## src/rtl/fpx_pkg.sv

```systemverilog
package fpx_pkg;
  localparam int NFLG  = 5;
  localparam int NSTAT = 5;

  // flag order inside the enable and cause fields
  localparam int F_INX = 0;
  localparam int F_UNF = 1;
  localparam int F_OVF = 2;
  localparam int F_DVZ = 3;
  localparam int F_INV = 4;

  typedef logic [NFLG-1:0] fpx_flags_t;

  typedef struct packed {
    logic rounded;
    logic inexact;
    logic denorm;
    logic underflow;
    logic overflow;
  } fpx_status_t;
endpackage

```

## src/rtl/fpx_cause_sel.sv

```systemverilog
module fpx_cause_sel
  import fpx_pkg::*;
(
  input  logic        op_valid,
  input  fpx_flags_t  ena,
  input  logic        req_inv,
  input  logic        req_dvz,
  input  fpx_status_t st,
  output fpx_flags_t  cause_new,
  output logic        commit,
  output logic        qnan
);
  logic hit_ovf, hit_unf, hit_inx;

  always_comb begin
    hit_ovf = st.overflow & ena[F_OVF];
    hit_unf = (st.underflow | st.denorm) & ena[F_UNF];
    hit_inx = (st.inexact | st.rounded) & ena[F_INX];
  end

  always_comb begin
    cause_new = '0;
    qnan      = 1'b0;
    if (req_inv) begin
      if (ena[F_INV]) cause_new[F_INV] = 1'b1;
      else            qnan = 1'b1;
    end else if (req_dvz && ena[F_DVZ]) begin
      cause_new[F_DVZ] = 1'b1;
    end else if (hit_ovf) begin
      cause_new[F_OVF] = 1'b1;
    end else if (hit_unf) begin
      cause_new[F_UNF] = 1'b1;
    end else if (hit_inx) begin
      cause_new[F_INX] = 1'b1;
    end
    commit = op_valid & (cause_new == '0);
    qnan   = op_valid & qnan;
  end
endmodule

```

## src/rtl/fpx_ctrl_reg.sv

```systemverilog
module fpx_ctrl_reg
  import fpx_pkg::*;
#(
  parameter int CW_W    = 32,
  parameter int ENA_LSB = 0,
  parameter int CAU_LSB = 8
) (
  input  logic            clk,
  input  logic            rst_n,
  input  logic            reg_we,
  input  logic [CW_W-1:0] reg_wdata,
  input  logic            op_valid,
  input  fpx_flags_t      cause_new,
  output fpx_flags_t      ena_q,
  output logic [CW_W-1:0] reg_rdata
);
  localparam int ENA_MSB = ENA_LSB + NFLG - 1;
  localparam int CAU_MSB = CAU_LSB + NFLG - 1;

  fpx_flags_t ena_d, cau_d, cau_q;
  logic       ena_en, cau_en;

  always_comb begin
    ena_en = reg_we;
    cau_en = reg_we | op_valid;
    ena_d  = reg_wdata[ENA_MSB:ENA_LSB];
    cau_d  = op_valid ? cause_new : reg_wdata[CAU_MSB:CAU_LSB];
  end

  always_ff @(posedge clk or negedge rst_n) begin
    if (!rst_n) begin
      ena_q <= '0;
      cau_q <= '0;
    end else begin
      if (ena_en) ena_q <= ena_d;
      if (cau_en) cau_q <= cau_d;
    end
  end

  for (genvar i = 0; i < CW_W; i++) begin : g_rd
    if (i >= ENA_LSB && i <= ENA_MSB) begin : g_ena
      assign reg_rdata[i] = ena_q[i-ENA_LSB];
    end else if (i >= CAU_LSB && i <= CAU_MSB) begin : g_cau
      assign reg_rdata[i] = cau_q[i-CAU_LSB];
    end else begin : g_zero
      assign reg_rdata[i] = 1'b0;
    end
  end
endmodule

```

## src/rtl/fpx_trap_gen.sv

```systemverilog
module fpx_trap_gen
  import fpx_pkg::*;
(
  input  logic       clk,
  input  logic       rst_n,
  input  logic       op_valid,
  input  fpx_flags_t cause_new,
  output logic       trap_req
);
  logic trap_d, trap_q;

  always_comb trap_d = op_valid & (|cause_new);

  always_ff @(posedge clk or negedge rst_n) begin
    if (!rst_n) trap_q <= 1'b0;
    else        trap_q <= trap_d;
  end

  assign trap_req = trap_q;
endmodule

```

## src/rtl/fpx_exc_ctrl.sv

```systemverilog
module fpx_exc_ctrl
  import fpx_pkg::*;
#(
  parameter int CW_W    = 32,
  parameter int ENA_LSB = 0,
  parameter int CAU_LSB = 8
) (
  input  logic             clk,
  input  logic             rst_n,
  input  logic             op_valid,
  input  logic [NSTAT-1:0] op_status,
  input  logic             op_invalid,
  input  logic             op_divzero,
  input  logic             reg_we,
  input  logic [CW_W-1:0]  reg_wdata,
  output logic [CW_W-1:0]  reg_rdata,
  output logic             wb_commit,
  output logic             wb_qnan,
  output logic             trap_req
);
  logic [1:0]  rst_sync;
  logic        rst_sync_n;
  fpx_flags_t  ena_q, cause_new;
  fpx_status_t st;

  always_ff @(posedge clk or negedge rst_n) begin
    if (!rst_n) rst_sync <= 2'b00;
    else        rst_sync <= {rst_sync[0], 1'b1};
  end
  assign rst_sync_n = rst_sync[1];

  assign st = fpx_status_t'(op_status);

  fpx_cause_sel u_sel (
    .op_valid  (op_valid),
    .ena       (ena_q),
    .req_inv   (op_invalid),
    .req_dvz   (op_divzero),
    .st        (st),
    .cause_new (cause_new),
    .commit    (wb_commit),
    .qnan      (wb_qnan)
  );

  fpx_ctrl_reg #(.CW_W(CW_W), .ENA_LSB(ENA_LSB), .CAU_LSB(CAU_LSB)) u_reg (
    .clk       (clk),
    .rst_n     (rst_sync_n),
    .reg_we    (reg_we),
    .reg_wdata (reg_wdata),
    .op_valid  (op_valid),
    .cause_new (cause_new),
    .ena_q     (ena_q),
    .reg_rdata (reg_rdata)
  );

  fpx_trap_gen u_trap (
    .clk       (clk),
    .rst_n     (rst_sync_n),
    .op_valid  (op_valid),
    .cause_new (cause_new),
    .trap_req  (trap_req)
  );
endmodule

```

## config.mk

```make
export PLATFORM = sky130hd
export DESIGN_NAME = fpx_exc_ctrl
export DESIGN_NICKNAME = d
export VERILOG_FILES = /design/src/rtl/fpx_pkg.sv /design/src/rtl/fpx_cause_sel.sv /design/src/rtl/fpx_ctrl_reg.sv /design/src/rtl/fpx_trap_gen.sv /design/src/rtl/fpx_exc_ctrl.sv
export SDC_FILE = /design/constraint.sdc
export NUM_CORES = 1
export LEC_CHECK = 0
export BUFFER_PORTS_ARGS = -buffer_cell sky130_fd_sc_hd__buf_2
export CAP_MARGIN = 25
export CORE_ASPECT_RATIO = 1.25
export CORE_MARGIN = 2
export CORE_UTILIZATION = 34
export DETAILED_ROUTE_END_ITERATION = 6
export PLACE_DENSITY = 0.78
export SLEW_MARGIN = 20
export SYNTH_ARGS = -nofsm -noshare
export SYNTH_HDL_FRONTEND = slang
export SYNTH_SLANG_ARGS = --single-unit
export TNS_END_PERCENT = 30
```

## constraint.sdc

```tcl
create_clock -name clk -period 1.4 [get_ports clk]
set_input_delay 0.28 -clock clk [delete_from_list [all_inputs] [get_ports clk]]
set_output_delay 0.28 -clock clk [all_outputs]
set_load 0.05 [all_outputs]
```

; ---- Yosys cells after proc, flatten, opt, wreduce, memory -nomap -nowiden
; Cells that the tools add are included.
[classes]
n_bitwise = 9
muxes = 13
reduce_logical = 3
[ops]
columns = cell, n
row1 = 2-to-1 mux 1 bit, 9
row2 = AND 1 bit, 6
row3 = logical NOT 5 bit, 1
row4 = 2-to-1 mux 5 bit, 1
row5 = OR reduction 5 bit, 1
row6 = 2-to-1 mux 4 bit, 1
row7 = 2-to-1 mux 3 bit, 1
row8 = bitwise OR 1 bit, 3
row9 = 2-to-1 mux 2 bit, 1
row10 = logical AND 1 bit, 1
[word_totals]
elab_cells = 29
register_bits = 13
output_inout_bits = 35
input_bits = 43

; ---- Depth between registers and ports, before layout
; Gate-level depths: netlist (run 1).
[depth]
word_depth = 9
depth_mapped = 3

; ---- Modules after synthesis
; From an unflattened synthesis (run 1), not the netlist that was laid out.
[hier_totals]
hier_cells = 79
area_unflattened_um2 = 830.8
[modules_own_cells]
columns = mod, seq_area_each_um2, area_per_inst_um2, n_inst, cells_each
row1 = fpx_ctrl_reg, 250.2, 640.6, 1, 60
row2 = fpx_cause_sel, 0.0, 96.3, 1, 13
row3 = fpx_exc_ctrl, 50.0, 53.8, 1, 3
row4 = fpx_trap_gen, 25.0, 40.0, 1, 3

; ---- Worst setup path before layout (run 1)
; No wires, ideal clock.
[synth_timing]
path_type = register -> output
start = reg u_reg.ena_q[3]
end = out wb_commit
path_slack_ps = -1396
t_required_ps = 1120
t_arrival_ps = 2516
path_stages_with_launch = 3
path_cell_list = dfrtp_1 -> a21o_1 -> o41ai_1
[synth_between]
elab_chain_cells = 5
elab_cells_between_ends = 6
[synth_rtl]
columns = element, line_no
row1 = start: declaration, fpx_ctrl_reg.sv:14  ; output fpx_flags_t ena_q,
row2 = start signal: assignment, fpx_ctrl_reg.sv:35  ; if (ena_en) ena_q <= ena_d;
row3 = logical AND 1 bit *, fpx_cause_sel.sv:27  ; end else if (req_dvz && ena[F_DVZ]) begin
row4 = 2-to-1 mux 3 bit / 2-to-1 mux 1 bit (equally long branches), fpx_cause_sel.sv:27
row5 = 2-to-1 mux 4 bit *, fpx_cause_sel.sv:24  ; if (req_inv) begin
row6 = logical NOT 5 bit *, fpx_cause_sel.sv:36  ; commit = op_valid & (cause_new == '0);
row7 = AND 1 bit *, fpx_cause_sel.sv:36
row8 = end: declaration, fpx_exc_ctrl.sv:17  ; output logic wb_commit,
; Every way passes the cells marked *; elsewhere a longest branch is shown, timed or not.

; ---- Final worst setup path (run 1)
; Ends and elaborated chain as after synthesis.

==> results_dict.tcl, run 1 <==
set metrics [dict create \
    cts_max_path_buffers 2 \
    timing.final.ws_setup_ns -0.326 \
    ios 78 \
    grt_max_degree 13 \
    yosys_warnings 0 \
    p_leak_uw 0.000546 \
    cts_setup_buffers 0 \
    drive_gt1_share_pct 48.2 \
    multi_input_area_sq_um 352 \
    synth.cell_area_sq_um 757 \
    syn_area_per_cell_sq_um 11.0 \
    vias 627 \
    synthMuxAreaShare_pct 14.0 \
    required_ns 1.12 \
    synth-compound-area-share_pct 14.2 \
    port_buffers 33 \
    post_drt_wl_per_cell_um 11.3 \
    area_growth_pct 33.6 \
    synth_top_family_by_area "buffers and inverters" \
    hold_violations 0 \
    pwr-share-seq_pct 38.3 \
    finalPower_uw 1120 \
    cp_max_fo 2 \
    via_per_inst 4.32 \
    end_kind "primary output" \
    power.internal_uw 643 \
    clk_latency_ns 0.28 \
    ant_nets 0 \
    initial_core_util_pct 35.0 \
    holdWs_ns 0.176 \
    dpl.hpwl_mm 1.32 \
    peakVddDrop_mv 0.575 \
    cts-htree-levels 1 \
    clkSlewWorstSetupHoldPaths_ns 0.09 \
    synth.distinct_cells 22 \
    syn_inst 69 \
    max_cap_viol_count 0 \
    n_fill_cell 230 \
    finalCritPeriodShare_pct 123 \
    power_density_nw_per_um2 1110 \
    die_area_sq_um 2620 \
    die_y_um 56.8 \
    r2r-start "u_reg.ena_q[2]" \
    drt-total-wl_mm 1.64 \
    die_w_um 46.2 \
    synthXorXnorAreaFrac_pct 0 \
    rsz0062_at_grt "yes" \
    ff_latch_area_sq_um 328 \
    grt_overflow 0 \
    drc 0 \
    clock_sinks 13 \
    violations "setup timing" \
    grt_pass1_vias 634 \
    power.share.clock_pct 20.5 \
    nets 158 \
    slew_violations 0 \
    antenna_found_initial 0 \
    grt_use_total_pct 13.7 \
    arrival_ns 1.45 \
    core_area_sq_um 2160 \
    root_buffer "clkbuf_4" \
    antenna_cells 0 \
    cp-start-kind "flip-flop" \
    ys_ff_latch 13 \
    fin_worst_skew_ns 0.0118 \
    fmax_mhz 579 \
    period_needed_ns 1.73 \
    swShare_pct 42.7 \
    critPathLaunch "u_reg.ena_q[3]" \
    p_comb_share_pct 41.1 \
    core.rowCount 19 \
    path_class "reg2out" \
    grt_pass1_wl_mm 2.57 \
    drtIter0Drc 3 \
    seq_area_frac_synth_pct 43.0 \
    status "complete, but fails checks" \
    cts_tree "built" \
    place_ws_ns -0.161 \
    holdCritPathClass "reg2async" \
    detail_route.first_pass.iterations 5 \
    place_congestion 0.798 \
    setup_viol 2 \
    synthAdderAreaFrac_pct 0 \
    numCtsBuffers 3 \
    synth_simple_gate_area_share_pct 4.30 \
    switchingPower_uw 479 \
]
## cell families (layout without fill, tap and decap cells)
group / Yosys count / in the layout
flops: 13 / 13
compound gates: 14 / 14
buf+inv: 25 / 49
other cells: 2 / 23
simple gates: 5 / 5
mux: 10 / 10
## cell usage after synthesis, drive strengths merged
library cell  count  area share (%)
a21bo             1             1.3
nand2b            1            0.83
inv               1            0.50
o21a              2             2.0
nand3b            1            0.99
nand3             2             1.3
clkbuf            1            0.50
o311a             1             1.3
o22ai             2             1.7
mux2              5             7.4
dfrtp            13              43
mux2i             5             6.6
a221o             1             1.3
o32ai             1             1.2
o21ai             2             1.3
o41ai             1             1.2
conb              2            0.99
nand4b            1             1.2
o211ai            2             2.0
a21o              1            0.99
buf              23              22
## layout make-up
class,instances,area share (%)
clock buffers,4,2.60
well taps,31,3.84
repair buffers,44,26.0
inverters,1,0.371
flip-flops and latches,13,32.4
multi-input cells,52,34.8
## power by group through the flow
| stage | clock [uW] | combinational (uW) | sequential (uW) |
|---|---|---|---|
| 6_report | 231 | 462 | 430 |
| 2_1_floorplan | 0 | 268 | 550 |
| 3_3_place_gp | 0 | 449 | 436 |
| 5_1_grt | 260 | 488 | 435 |
| 3_5_place_dp | 0 | 453 | 438 |
| 4_1_cts | 242 | 463 | 431 |
## worst max-delay path, stage by stage, from the launching register on
cell and delay (ns):
dfrtp_1 0.39, a21o_1 0.21, o41ai_4 0.38, buf_6 0.21
## cells in the final DEF, fill, tap and decap left out
cell	Yosys	layout
buf_2	1	31
conb_1	2	23
dfrtp_1	13	11
buf_4	22	10
mux2i_1	5	5
mux2_2	5	5
clkbuf_4	0	3
o21a_1	2	2
o21ai_0	2	2
nand3_1	2	2
o22ai_1	2	2
o211ai_1	2	2
buf_6	0	2
dfrtp_2	0	2
a21o_1	1	1
a21bo_2	1	1
nand3b_1	1	1
o41ai_4	0	1
inv_1	1	1
a221o_1	1	1
nand2b_1	1	1
o311a_1	1	1
nand4b_1	1	1
o32ai_1	1	1
clkbuf_1	1	1
dlygate4sd3_1	0	1
## path summary, 6_finish.rpt
path	to	slack (ns)	depth (start not counted)
setup / recovery	wb_commit	-0.33	3
max in group asynchronous	u_reg.ena_q[0]	0.88	0
hold / removal	u_trap.trap_req	0.18	0
min in group clk	u_reg.ena_q[2]	0.23	2
setup reg to reg	u_trap.trap_req	0.01	3
hold reg to reg	u_trap.trap_req	0.18	0
## routing by layer
layer	vias up	GRT usage, %	wire length (um)
met5	-	0	0
met4	0	6.94	6
met3	2	3.86	131
met2	40	22.0	828
met1	296	15.8	675
li1	289	-	-
## timing repair
| item | 4_1_cts | 5_1_grt |
|---|---|---|
| endpoints found under the setup margin | 2 | 3 |
| hold buffers | 1 | 0 |
| endpoints found under the hold margin | 2 | 0 |
| pin swaps | 1 | 0 |
| resized for setup | 4 | 0 |
## flip-flops by register name, summed over array words and instances, names as in the netlist
register         cells
u_reg.ena_q          5
u_trap.trap_req      1
u_reg.cau_q          5
rst_sync             2
## stage by stage
| stage | TNS, ns | instances | util, % | cell area [sq um] |
|---|---|---|---|---|
| global placement | -0.145 | 140 | 44.5 | 962 |
| floorplan | -0.485 | 90 | - | 857 |
| global route | -0.522 | 145 | 46.7 | 1010 |
| finish | -0.364 | 145 | 46.7 | 1010 |
| CTS | -0.391 | 145 | 46.7 | 1010 |
| detailed placement | -0.161 | 140 | 44.5 | 962 |
Note: power is estimated with default switching activity, not from simulation.
==> run 2: changes to the inputs <==
==> constraint.sdc (replaced) <==
create_clock -name clk -period 1.4 [get_ports clk]
set_input_delay 0.28 -clock clk [delete_from_list [all_inputs] [get_ports clk]]
set_output_delay 0.28 -clock clk [all_outputs]
set_load 0.01 [all_outputs]
==> results_dict.tcl, run 2 (same netlist as run 1, synthesis figures left out) <==
set metrics [dict create \
    status "complete, but fails checks" \
    violations "setup timing" \
    crit_family "compound AO/OA/AOI/OAI gates" \
    cp_max_fo 2 \
    fin_util_pct 43.8 \
    p_leak_uw 0.000515 \
    n_fill_cell 229 \
    max_cap_viol_count 0 \
    finalPower_uw 874 \
    drive_gt1_share_pct 45.4 \
    initial_core_util_pct 35.0 \
    ios 78 \
    grt_max_degree 13 \
    antenna_cells 0 \
    layoutNonFillerInstCount 139 \
    cp-start-kind "flip-flop" \
    dp.cells 133 \
    final_cell_mix "buf_2, conb_1, dfrtp_1" \
    setup_viol 2 \
    slowest_delay_ns 0.40 \
    fin_worst_skew_ns 0.00885 \
    ant_nets 0 \
    path_class "reg2out" \
    holdCritPathClass "reg2async" \
    arrival_ns 1.38 \
    grt_pass1_vias 533 \
    place_ws_ns -0.00347 \
    core_area_sq_um 2160 \
    grt_pass1_wl_mm 2.19 \
    power_density_nw_per_um2 921 \
    rsz0062_at_grt "yes" \
    hold_violations 0 \
    cp.buffers_inverters 1 \
    cts_tree "built" \
    via_per_inst 4.14 \
    slew_violations 0 \
    area_growth_pct 25.3 \
    clkSlewWorstSetupHoldPaths_ns 0.08 \
    r2r_cells 4 \
    nets 152 \
    die_y_um 56.8 \
    drtIter0Drc 6 \
    finalCritPeriodShare_pct 119 \
    clock_sinks 13 \
    final_common_cell "buf_2" \
    numCtsBuffers 3 \
    peakVddDrop_mv 0.444 \
    end_kind "primary output" \
    post_drt_wl_per_cell_um 10.0 \
    required_ns 1.12 \
    top_regs "u_reg.cau_q (5), u_reg.ena_q (5), rst_sync (2)" \
    port_buffers 33 \
    r2r_end "u_trap.trap_req" \
    dpl.hpwl_mm 1.18 \
    antenna_found_initial 0 \
    drt-total-wl_mm 1.39 \
    core.rowCount 19 \
    timing.final.ws_setup_ns -0.261 \
    die_area_sq_um 2620 \
    cpMaxStageDelayCell "dfrtp_1" \
    die_w_um 46.2 \
    fmax_mhz 602 \
    clk_latency_ns 0.27 \
    cts-htree-levels 1 \
    root_buffer "clkbuf_4" \
    r2r-start "u_reg.ena_q[3]" \
    place_congestion 0.755 \
    grt_overflow 0 \
    period_needed_ns 1.66 \
    finalSetupTns_ns -0.351 \
    crit_chain "a21o_1 -> o41ai_2 -> buf_2" \
    cts_max_path_buffers 2 \
    vias 575 \
    reg2reg_slack_ns -0.09 \
    detail_route.first_pass.iterations 4 \
    grt_use_total_pct 11.4 \
    drc 0 \
]
-- run 2: final cells by class --
class	instances	area, sq um	area share [%]
clock inverter	1	5.00	0.528
timing repair buffer	38	205	21.6
sequential	13	325	34.3
clock buffer	3	22.5	2.37
inverter	1	3.75	0.396
multi-input combinational	52	348	36.7
tap	31	38.8	4.09
-- run 2: power breakdown --
group | internal (uW) | leakage [uW] | switching [uW] | total [uW]
Sequential | 408 | 0.000159 | 26.1 | 434
Combinational | 100 | 0.000338 | 113 | 214
Clock | 106 | 0.0000177 | 120 | 226
-- run 2: how the worst max path moves through the flow --
stage,from,endpoint,slack [ns],cells after the start
4_1_cts,u_reg.ena_q[3],wb_commit,-0.27,3
5_1_grt,u_reg.ena_q[3],wb_commit,-0.31,3
3_3_place_gp,op_divzero,wb_commit,0.04,4
2_1_floorplan,u_reg.ena_q[3],wb_commit,0.08,2
6_report,u_reg.ena_q[3],wb_commit,-0.26,3
3_5_place_dp,op_divzero,wb_commit,-0.003,4
-- run 2: routing by layer --
metal / up-vias / global-route usage (%) / wire, um
met3: 0 / 3.22 / 120
met4: 0 / 4.90 / 0
met1: 258 / 15.2 / 577
met2: 37 / 16.9 / 693
li1: 280 / - / -
met5: - / 0 / 0
-- run 2: worst reg2reg max path, stage by stage (launching register included) --
cell	delay (ns)
dfrtp_1	0.40
buf_4	0.13
buf_4	0.13
a221o_1	0.34
o311a_1	0.36
-- run 2: per-stage QoR --
stage               hold slack, ns  instance area, sq um
CTS                          0.194                   933
global route                 0.220                   948
detailed placement          0.0667                   896
global placement            0.0661                   896
finish                       0.174                   948
floorplan                  -0.0156                   843
-- run 2: timing repair --
item,4_1_cts,5_1_grt
buffers inserted,0,1
resized for setup,0,1
hold buffers,1,0
pin swaps,0,1
endpoints found under the setup margin,1,3
hold endpoints to repair,2,0
cloned,0,0
==> run 3: changes to the inputs <==
Settings changed: CORE_MARGIN 2 to 8.
==> results_dict.tcl, run 3 (same netlist as run 1, synthesis figures left out) <==
set metrics [dict create \
    die_area_sq_um 4000 \
    r2r_cells 3 \
    clkSlewWorstSetupHoldPaths_ns 0.08 \
    gr-usage-met3_pct 6.12 \
    dpl.hpwl_mm 1.57 \
    max_cap_viol_count 0 \
    cp-start-kind "flip-flop" \
    grt_max_degree 13 \
    peakVddDrop_mv 0.543 \
    holdWs_ns 0.181 \
    vias 593 \
    area_growth_pct 23.1 \
    nets 151 \
    reg2reg_slack_ns 0.07 \
    slew_violations 0 \
    cts_resized 0 \
    end_kind "primary output" \
    cts_tree "built" \
    r2r-start "u_reg.ena_q[3]" \
    die_y_um 68.8 \
    crit_chain "a21o_1 -> o41ai_2 -> buf_2" \
    cts-htree-levels 1 \
    detail_route.first_pass.iterations 5 \
    core_area_sq_um 2160 \
    core.rowCount 19 \
    layoutNonFillerInstCount 138 \
    grt_pass1_vias 589 \
    slowest_delay_ns 0.39 \
    hold_violations 0 \
    grt_util_met2_pct 14.9 \
    place_congestion 0.796 \
    arrival_ns 1.34 \
    drive_gt1_share_pct 43.0 \
    power_density_nw_per_um2 936 \
    r2r_end "u_trap.trap_req" \
    period_needed_ns 1.62 \
    port_buffers 33 \
    dp.cells 133 \
    drtIter0Drc 10 \
    ios 78 \
    holdCritPathClass "reg2async" \
    grtUsageMet1_pct 7.78 \
    finalSetupTns_ns -0.225 \
    fin_util_pct 43.1 \
    finalCritPeriodShare_pct 116 \
    setup_viol 1 \
    initial_core_util_pct 35.0 \
    cpMaxStageDelayCell "dfrtp_1" \
    fmax_mhz 615 \
    die_w_um 58.2 \
    antenna_cells 0 \
    clk_latency_ns 0.27 \
    drc 0 \
    antenna_found_initial 0 \
    grt_pass1_wl_mm 2.64 \
    path_class "reg2out" \
    numCtsBuffers 3 \
    cp_max_fo 2 \
    final_common_cell "buf_2" \
    top_regs "u_reg.cau_q (5), u_reg.ena_q (5), rst_sync (2)" \
    grt_use_total_pct 8.90 \
    violations "setup timing" \
    fin_worst_skew_ns 0.00228 \
    place_ws_ns 0.0317 \
    ant_nets 0 \
    status "complete, but fails checks" \
    grt.busiest_layer "met2" \
    p_leak_uw 0.000506 \
    drt-total-wl_mm 1.81 \
    required_ns 1.12 \
    final_cell_mix "buf_2, conb_1, dfrtp_1" \
    grt_overflow 0 \
    rsz0062_at_grt "yes" \
    cts_setup_buffers 0 \
    post_drt_wl_per_cell_um 13.1 \
    via_per_inst 4.30 \
    cts_max_path_buffers 2 \
    clock_sinks 13 \
    timing.final.ws_setup_ns -0.225 \
    root_buffer "clkbuf_4" \
]
run 3: how the worst max path moves through the flow:
| stage | startpoint | to | slack (ns) | cells after the start |
|---|---|---|---|---|
| floorplan | u_reg.ena_q[3] | wb_commit | 0.08 | 2 |
| global placement | op_divzero | wb_commit | 0.04 | 4 |
| CTS | u_reg.ena_q[3] | wb_commit | -0.25 | 3 |
| detailed placement | op_divzero | wb_commit | 0.03 | 4 |
| global route | u_reg.ena_q[3] | wb_commit | -0.28 | 3 |
| finish | u_reg.ena_q[3] | wb_commit | -0.22 | 3 |
run 3: per-stage QoR:
stage                     power, uW  cell area [sq um]
after floorplan                 601                843
after global placement          644                896
after detailed placement        650                896
after CTS                       887                932
after global routing            928                932
final                           872                932
run 3: cell type report:
type | instances | area [sq um]
clock buffers | 4 | 26.3
fillers | 220 | 1230
flip-flops and latches | 13 | 325
multi-input cells | 52 | 340
inverters | 1 | 3.75
well taps | 31 | 38.8
repair buffers | 37 | 198
run 3: metal layers:
| layer | part of all wire [%] | vias to the layer above |
|---|---|---|
| li1 | - | 275 |
| met4 | 0.66 | 0 |
| met2 | 48 | 39 |
| met5 | 0 | - |
| met3 | 18 | 2 |
| met1 | 33 | 277 |
run 3: critical path: cells and delay by family (launching register included):
kind	cells	cell delay (ns)
AOI/OAI and AO/OA	2	0.50
buffers and inverters	1	0.19
DFF	1	0.39
run 3: power by group:
group | internal (uW) | switching, uW | total (uW) | leakage, uW
clock | 110 | 118 | 228 | 0.0000150
sequential | 408 | 27.4 | 435 | 0.000159
combinational | 95.4 | 113 | 209 | 0.000332
run 3: what timing repair did:
action / 4_1_cts / 5_1_grt
hold buffers: 1 / 0
cloned: 0 / 0
pin swaps: 0 / 0
endpoints found under the hold margin: 2 / 0
setup endpoints to repair: 1 / 2
